<file path="src/rtl/irqarb_pkg.sv">
package irqarb_pkg;
  localparam int LVL_N_D = 16;
  localparam int SW_W_D  = 17;
  localparam int TT_W_D  = 9;
  localparam int TL_W_D  = 3;
  localparam int TICK_BIT_D  = 0;
  localparam int STICK_BIT_D = 16;
  localparam int FORCE_LVL_D = 14;
  localparam logic [TT_W_D-1:0] EXT_BASE_D = 9'h040;
endpackage

</file>
<file path="src/rtl/irqarb_pend_merge.sv">
module irqarb_pend_merge #(
  parameter int LVL_N     = 16,
  parameter int SW_W      = 17,
  parameter int TICK_BIT  = 0,
  parameter int STICK_BIT = 16,
  parameter int FORCE_LVL = 14
) (
  input  logic [LVL_N-1:0] lvl_req,
  input  logic [SW_W-1:0]  soft_int,
  output logic [LVL_N-1:0] pend
);
  logic timer_hit;
  assign timer_hit = soft_int[TICK_BIT] | soft_int[STICK_BIT];

  for (genvar i = 0; i < LVL_N; i++) begin : g_bit
    logic soft_part;
    if (i == TICK_BIT || i == STICK_BIT || i >= SW_W) begin : g_timer_slot
      assign soft_part = 1'b0;
    end else begin : g_soft_slot
      assign soft_part = soft_int[i];
    end
    if (i == FORCE_LVL) begin : g_forced
      assign pend[i] = lvl_req[i] | soft_part | timer_hit;
    end else begin : g_plain
      assign pend[i] = lvl_req[i] | soft_part;
    end
  end
endmodule

</file>
<file path="src/rtl/irqarb_level_scan.sv">
module irqarb_level_scan #(
  parameter int LVL_N = 16,
  localparam int LVL_W = $clog2(LVL_N)
) (
  input  logic [LVL_N-1:0] pend,
  input  logic [LVL_W-1:0] cur_lvl,
  output logic             any_above,
  output logic [LVL_W-1:0] top_lvl
);
  logic [LVL_N-1:0] above;

  for (genvar i = 0; i < LVL_N; i++) begin : g_mask
    assign above[i] = pend[i] && (cur_lvl < LVL_W'(i));
  end

  assign any_above = |above;

  always_comb begin
    top_lvl = '0;
    for (int i = 0; i < LVL_N; i++) begin
      if (above[i]) top_lvl = LVL_W'(i);
    end
  end
endmodule

</file>
<file path="src/rtl/irqarb_nest_guard.sv">
module irqarb_nest_guard #(
  parameter int TT_W = 9,
  parameter int TL_W = 3,
  parameter int LVL_W = 4,
  parameter logic [TT_W-1:0] EXT_BASE = 9'h040
) (
  input  logic [TL_W-1:0] trap_lvl,
  input  logic [TT_W-1:0] top_tt,
  input  logic [TT_W-1:0] cand_idx,
  output logic            hold_off
);
  logic nested, ext_class, outranks;
  assign nested    = |trap_lvl;
  assign ext_class = top_tt[TT_W-1:LVL_W] == EXT_BASE[TT_W-1:LVL_W];
  assign outranks  = top_tt > cand_idx;
  assign hold_off  = nested && ext_class && outranks;
endmodule

</file>
<file path="src/rtl/irq_level_arbiter.sv">
module irq_level_arbiter
  import irqarb_pkg::*;
#(
  parameter int LVL_N     = LVL_N_D,
  parameter int SW_W      = SW_W_D,
  parameter int TT_W      = TT_W_D,
  parameter int TL_W      = TL_W_D,
  parameter int TICK_BIT  = TICK_BIT_D,
  parameter int STICK_BIT = STICK_BIT_D,
  parameter int FORCE_LVL = FORCE_LVL_D,
  parameter logic [TT_W-1:0] EXT_BASE = EXT_BASE_D,
  localparam int LVL_W = $clog2(LVL_N)
) (
  input  logic             clk,
  input  logic             rst_n,
  input  logic [LVL_N-1:0] lvl_req,
  input  logic [SW_W-1:0]  soft_int,
  input  logic [LVL_W-1:0] cur_lvl,
  input  logic             int_en,
  input  logic [TL_W-1:0]  trap_lvl,
  input  logic [TT_W-1:0]  top_tt,
  input  logic             vec_busy,
  output logic             irq_req,
  output logic [TT_W-1:0]  irq_idx
);
  logic [LVL_N-1:0] pend;
  logic             any_above;
  logic [LVL_W-1:0] top_lvl;
  logic [TT_W-1:0]  cand_idx;
  logic             hold_off;

  logic             req_q, req_d;
  logic [TT_W-1:0]  idx_q, idx_d;
  logic             ld_en;

  irqarb_pend_merge #(
    .LVL_N(LVL_N), .SW_W(SW_W), .TICK_BIT(TICK_BIT),
    .STICK_BIT(STICK_BIT), .FORCE_LVL(FORCE_LVL)
  ) u_merge (
    .lvl_req(lvl_req), .soft_int(soft_int), .pend(pend)
  );

  irqarb_level_scan #(.LVL_N(LVL_N)) u_scan (
    .pend(pend), .cur_lvl(cur_lvl), .any_above(any_above), .top_lvl(top_lvl)
  );

  assign cand_idx = EXT_BASE | TT_W'(top_lvl);

  irqarb_nest_guard #(
    .TT_W(TT_W), .TL_W(TL_W), .LVL_W(LVL_W), .EXT_BASE(EXT_BASE)
  ) u_guard (
    .trap_lvl(trap_lvl), .top_tt(top_tt), .cand_idx(cand_idx), .hold_off(hold_off)
  );

  // next-state: a vectored interrupt freezes everything
  assign ld_en = !vec_busy;

  always_comb begin
    req_d = req_q;
    idx_d = idx_q;
    if (!any_above || !int_en) begin
      req_d = 1'b0;
      idx_d = '0;
    end else if (!hold_off && (cand_idx != idx_q)) begin
      req_d = 1'b1;
      idx_d = cand_idx;
    end
  end

  always_ff @(posedge clk or negedge rst_n) begin
    if (!rst_n) begin
      req_q <= 1'b0;
      idx_q <= '0;
    end else if (ld_en) begin
      req_q <= req_d;
      idx_q <= idx_d;
    end
  end

  assign irq_req = req_q;
  assign irq_idx = idx_q;

  AST_BUSY_FREEZE: assert property (@(posedge clk) disable iff (!rst_n)
    vec_busy |=> (irq_req == $past(irq_req) && irq_idx == $past(irq_idx)));

  AST_OFF_CLEARS: assert property (@(posedge clk) disable iff (!rst_n)
    (!vec_busy && !int_en) |=> (!irq_req && irq_idx == '0));

  AST_IDX_CLASS: assert property (@(posedge clk) disable iff (!rst_n)
    irq_req |-> (irq_idx[TT_W-1:LVL_W] == EXT_BASE[TT_W-1:LVL_W] &&
                 irq_idx[LVL_W-1:0] != '0));

  AST_IDLE_ZERO: assert property (@(posedge clk) disable iff (!rst_n)
    !irq_req |-> irq_idx == '0);

  AST_NEW_ABOVE: assert property (@(posedge clk) disable iff (!rst_n)
    (irq_req && irq_idx != $past(irq_idx)) |-> irq_idx[LVL_W-1:0] > $past(cur_lvl));

  AST_NEST_HOLD: assert property (@(posedge clk) disable iff (!rst_n)
    (!vec_busy && int_en && any_above && hold_off) |=> $stable(irq_idx));
endmodule

</file>
<file path="config.mk">
export PLATFORM = sky130hd
export DESIGN_NAME = irq_level_arbiter
export DESIGN_NICKNAME = d
export VERILOG_FILES = /design/src/rtl/irqarb_pkg.sv /design/src/rtl/irqarb_pend_merge.sv /design/src/rtl/irqarb_level_scan.sv /design/src/rtl/irqarb_nest_guard.sv /design/src/rtl/irq_level_arbiter.sv
export SDC_FILE = /design/constraint.sdc
export NUM_CORES = 1
export LEC_CHECK = 0
export ABC_AREA = 1
export BUFFER_PORTS_ARGS = -buffer_cell sky130_fd_sc_hd__buf_4
export CAP_MARGIN = 20
export CORE_UTILIZATION = 40
export DETAILED_ROUTE_END_ITERATION = 10
export GPL_TIMING_DRIVEN = 0
export PLACE_DENSITY = 0.82
export SYNTH_ARGS = -nofsm -noshare
export SYNTH_HDL_FRONTEND = slang
export SYNTH_SLANG_ARGS = --single-unit
</file>
<file path="constraint.sdc">
create_clock -name clk -period 1.5 [get_ports clk]
set_clock_uncertainty 0.15 [all_clocks]
set_input_delay 0.45 -clock clk [delete_from_list [all_inputs] [get_ports clk]]
set_output_delay 0.45 -clock clk [all_outputs]
set_load 0.05 [all_outputs]
</file>
==> results.cfg, run 1 <==
[setup_path]
cpPeakStageDelay_ns = 0.40
crit_fanout = 6
critPathRequiredTime_ns = 1.48
crit_chain = buf_12 -> buf_12 -> nand2_8 -> inv_2 -> or3_4 -> nand2_4 -> nor2_2 -> nand2_1 -> nand2_2 -> inv_2 -> ha_4 -> a21oi_2 -> o21ai_2 -> a21o_1 -> o2111ai_2 -> nand2_2 -> nand2_4 -> nand2_4 -> nand2_2 -> nand2_1
crit_path_start_kind = input pin
worst-endpoint-arrival_ns = 2.66
rr_worst_depth = 11
slowest_stage = or3_4
worst-setup-path-type = input pin to register
crit_path_end_kind = register

[clock_network]
clk_latency_ns = 0.25
cts.sinks = 5
clkTransAtPathRegs_ns = 0.04
htree_levels = 1
clockBufferDepth = 2
cts_tree = built
clockRootBuffer = clkbuf_4
cts_buffers = 3

[synthesis]
ys_ff_latch = 5
netlist_area_um2 = 827.0
ys.flop_type = dfrtp_1
synth_edf_count = 0
synth_area_leaders = nand2_1 (19%), dfrtp_1 (15%), nor2_1 (6.8%)
async_reset_ff_share_pct = 100.0
synth_area_leader_cell = nand2_1
yosysSeqAreaShare_pct = 15.13
synthesis.instances = 139
synth.yosys.warnings = 0
netlist.area_leader.share_pct = 18.61
avgSynthCellArea_um2 = 5.950
yosysMostFrequentCell = nand2_1
ys_types = 31
synthTopCellsByCount = nand2_1 (41), nor2_1 (15), inv_1 (12)

[pwr]
vdd_drop_max_uv = 687.6
p_per_area_nw_per_um2 = 506.0
p_leak_nw = 0.8862

[sta]
final_hold_viol_count = 0
rsz0062_at_grt = true
period_minus_slack_ns = 2.674
fmax_ghz = 0.3740
setup_viol = 5
postLayoutSetupSlackWorst_ns = -1.174
slew_viol_final = 0
finalSetupTns_ns = -5.808
period_share_pct = 178.2

[cells_and_area]
fin_nets = 277
fillers = 100
multiInputGateArea_um2 = 797.0
syn2layout_area_growth_pct = 105.7
n_antenna_cell = 0
largest_reg_flops = 5
seqCellArea_um2 = 127.6
final_util_pct = 86.73
drive_gt1_share_pct = 60.27

[global_route]
grt_overflow = 0
grt_pass1_vias = 1200
grt_max_degree = 7
grt_use_total_pct = 31.34
grt_pass1_wl_um = 4968
antenna_found_initial = 0

[route]
vias = 1343
ant_nets = 0
routed_via_density = 5.459
wl_um = 3875
drt_pre_antenna_iters = 7
wl_per_cell_um = 15.75
drtIter0Drc = 55
drc = 1

[die]
die_w_um = 47.47
ios = 63
core_area_um2 = 1962
chipHeight_um = 47.47
initial_core_util_pct = 42.16
rows = 16
dieArea_um2 = 2253

[placement]
port_buffers = 57
gp_congestion = 0.8946
dp_hpwl_um = 2030

[outcome]
violations = design-rule violations, negative setup slack
outcome = finished with violations

[job]
cap_viol_max_count = 0

[hold_path]
min_path_type = input pin to asynchronous set/reset pin
## final timing paths
check                                       startpoint                     end  slack (ns)
min in group clk                irq_idx[0]$_DFFE_PN0P_  irq_idx[0]$_DFFE_PN0P_        0.41
worst max-delay path                        cur_lvl[3]  irq_idx[2]$_DFFE_PN0P_       -1.17
max in group asynchronous                        rst_n  irq_idx[0]$_DFFE_PN0P_        0.68
worst min-delay path                             rst_n  irq_idx[3]$_DFFE_PN0P_        0.40
worst max register to register  irq_idx[3]$_DFFE_PN0P_  irq_idx[2]$_DFFE_PN0P_       -0.13
worst min register to register  irq_idx[0]$_DFFE_PN0P_  irq_idx[0]$_DFFE_PN0P_        0.41
## layer usage
metal	track usage, %	vias to the layer above	share of wire (%)
met5	0	-	0
met4	17.71	0	6.9
met3	7.170	31	9.2
met2	56.71	103	50
met1	33.11	596	34
li1	-	613	-
## cell type report
type,count,share of cell area [%]
Multi-Input combinational cell,117,46.84
Timing Repair Buffer,74,36.76
Sequential cell,5,7.500
Inverter,15,3.603
Tap cell,27,1.985
Buffer,4,1.765
Clock buffer,4,1.544
## placed cells by master (no fill, tap or decap), types with 2 or more instances in the layout
cell type   n
buf_12      3
inv_2       4
a21oi_2     3
nor3_1      2
conb_1      4
o21ai_2     2
nor2_1     12
nand2_4     6
nand3_1     9
nand2_2    12
buf_6       4
dfrtp_1     3
buf_8       2
inv_4       2
or3_4       2
ha_4        2
buf_4      68
o221ai_2    3
nand2_1    30
clkbuf_4    3
o21ai_0     3
dfrtp_2     2
nor2_2      5
nor2_4      3
o22ai_1     2
inv_1       9
ha_1        2
## cells by family after synthesis
kind of cell               after synthesis  share of synthesized area, %
adders and majority gates                4                         6.052
and+or+nand+nor                         87                         48.56
AOI/OAI and AO/OA                       21                         17.40
xor gates and xnor gates                 1                         1.059
other                                    1                        0.4534
DFF                                      5                         15.13
buffers and inverters                   20                         11.35
## timing repair
action / CTS / global route
endpoints found under the hold margin: 5 / 0
hold buffers: 1 / 0
setup endpoints to repair: 6 / 8
gates resized for setup: 38 / 15
setup buffers: 13 / 3
cloned: 0 / 0
pin swaps: 15 / 15
## where the power goes
part / switching (W) / internal [W]
registers: 0.0000192 / 0.000150
logic: 0.000282 / 0.000251
clock network: 0.0000582 / 0.000101
## worst max-delay path, delay by kind of cell
family	cells	cell delay (ns)
buffers and inverters	4	0.36
AND/OR/NAND/NOR	11	1.16
adder cells (fa/ha/maj)	1	0.21
AO/OA/AOI/OAI	4	0.45
## through the flow
step / setup WS [ns] / cells / hold slack [ns] / power, W / area [µm²]
after floorplan: -0.9489 / 142 / 0.004409 / 0.0003936 / 877.1
after global placement: -1.321 / 226 / 0.1021 / 0.0005508 / 1339
after detailed placement: -1.372 / 226 / 0.1062 / 0.0005598 / 1339
after CTS: -0.9506 / 243 / 0.3790 / 0.0007960 / 1617
after global routing: -1.279 / 246 / 0.4063 / 0.0009193 / 1702
final: -1.174 / 246 / 0.3984 / 0.0008610 / 1702
No activity file was read; power rests on OpenSTA's default activity.
==> run 2, diff against run 1 <==
Settings changed: CORE_MARGIN from default to 10.
Clock period 1.5 ns to 2.65 ns, I/O delays scaled along.
==> run 2 against run 1 <==
Against the previous run:
- via count is 3.6% lower
- critical path depth is 5 higher
- setup slack better by 0.89 ns
- sequential power is 45% lower
- non-clock buffer count stayed put
- the run ends with negative setup slack left
==> results.cfg, run 2 (same netlist as run 1, synthesis figures left out) <==
[clock_network]
clk_latency_ns = 0.24
cts_tree = built
cts_hold_buf = 0
clockRootBuffer = clkbuf_4
cts_buffers = 3
cts.sinks = 5
clockBufferDepth = 2
clkTransAtPathRegs_ns = 0.05
htree_levels = 1

[pwr]
p_per_area_nw_per_um2 = 285.9
p_leak_nw = 0.8793
vdd_drop_max_uv = 352.3

[sta]
finalSetupTns_ns = -1.354
setup_viol = 5
rsz0062_at_grt = true
fmax_ghz = 0.3404
postLayoutSetupSlackWorst_ns = -0.2879
final_hold_viol_count = 0
whs_ns = 0.1963
period_share_pct = 110.9
slew_viol_final = 0
period_minus_slack_ns = 2.938

[outcome]
outcome = finished with violations
violations = negative setup slack

[die]
core_area_um2 = 1962
die_w_um = 65.47
initial_core_util_pct = 42.16
rows = 16
ios = 63
dieArea_um2 = 4286
chipHeight_um = 65.47

[cells_and_area]
mostFrequentLayoutCells = buf_4 (74), nand2_1 (31), nor2_1 (11), nand2_2 (11), nand3_1 (10)
instances_no_fill = 246
syn2layout_area_growth_pct = 102.1
fin_nets = 277
seqCellArea_um2 = 125.1
n_antenna_cell = 0
final_common_cell = buf_4
fillers = 118
largest_reg_flops = 5
multiInputGateArea_um2 = 808.3
drive_gt1_share_pct = 60.27

[route]
ant_nets = 0
wl_per_cell_um = 16.60
wl_um = 4083
drtIter0Drc = 57
drt_pre_antenna_iters = 4
routed_via_density = 5.264
drc = 0
vias = 1295

[global_route]
grt_use_total_pct = 17.20
grt_pass1_vias = 1301
grt_max_degree = 7
grt_pass1_wl_um = 5940
grt_overflow = 0
antenna_found_initial = 0

[setup_path]
path_depth = 25
r2r_setup_slack_ns = 1.12
crit_fanout = 6
worst-endpoint-arrival_ns = 2.92
rr_worst_depth = 12
cpPeakStageDelay_ns = 0.26
crit_path_end_kind = register
crit_family = simple AND/OR/NAND/NOR gates
worstReg2RegStart = irq_idx[3]$_DFFE_PN0P_
critPathRequiredTime_ns = 2.63
worst-setup-path-type = input pin to register
crit_path_start_kind = input pin
critPathBufInv = 1
cp-startpoint = cur_lvl[1]
slowest_stage = ha_4
path_common_cell = nand2_1
endpoint = irq_idx[1]$_DFFE_PN0P_
r2r-end = irq_idx[1]$_DFFE_PN0P_

[placement]
dp_hpwl_um = 2598
gp_congestion = 0.8553
pre_cts_slack_ns = -0.5686
port_buffers = 57
dp.cells = 226

[job]
cap_viol_max_count = 0

[hold_path]
min_path_type = input pin to asynchronous set/reset pin
## run 2: layer usage
metal	vias up	GRT usage [%]	share of wire, %
met5	-	0	0
li1	608	-	-
met1	579	16.01	34
met3	23	7.797	10
met4	0	12.30	6.1
met2	85	29.39	50
## run 2: cell type report
class / instances / area share, %
timing repair buffer: 73 / 34.66
buffer: 5 / 2.246
sequential: 5 / 7.485
clock buffer: 4 / 1.572
tap: 27 / 2.021
multi-input combinational: 117 / 48.35
inverter: 15 / 3.668
## run 2: through the flow
stage	utilization (%)	area, µm²	total power [W]
floorplan	-	875.8	0.0002225
global placement	68.18	1338	0.0003126
detailed placement	68.18	1338	0.0003180
CTS	81.76	1604	0.0004544
global route	85.20	1672	0.0005020
finish	85.20	1672	0.0004779
## run 2: how the worst min path moves through the flow
| stage | startpoint | endpoint | slack (ns) |
|---|---|---|---|
| after detailed placement | irq_idx[3]$_DFFE_PN0P_ | irq_idx[3]$_DFFE_PN0P_ | 0.36 |
| final | rst_n | irq_idx[0]$_DFFE_PN0P_ | 0.20 |
| after global placement | irq_idx[2]$_DFFE_PN0P_ | irq_idx[2]$_DFFE_PN0P_ | 0.36 |
| after global routing | rst_n | irq_idx[0]$_DFFE_PN0P_ | 0.20 |
| after floorplan | rst_n | irq_idx[0]$_DFFE_PN0P_ | 0.35 |
| after CTS | rst_n | irq_idx[0]$_DFFE_PN0P_ | 0.19 |
## run 2: power by group
group	total [W]	switching [W]	internal [W]
combinational	0.000294	0.000157	0.000137
sequential	0.0000925	0.00000854	0.0000840
clock	0.0000916	0.0000344	0.0000571
## run 2: what timing repair did
| action | 4_1_cts | 5_1_grt |
|---|---|---|
| endpoints found under the setup margin | 5 | 5 |
| buffers inserted | 13 | 3 |
| pin swaps | 12 | 9 |
| resized for setup | 36 | 13 |
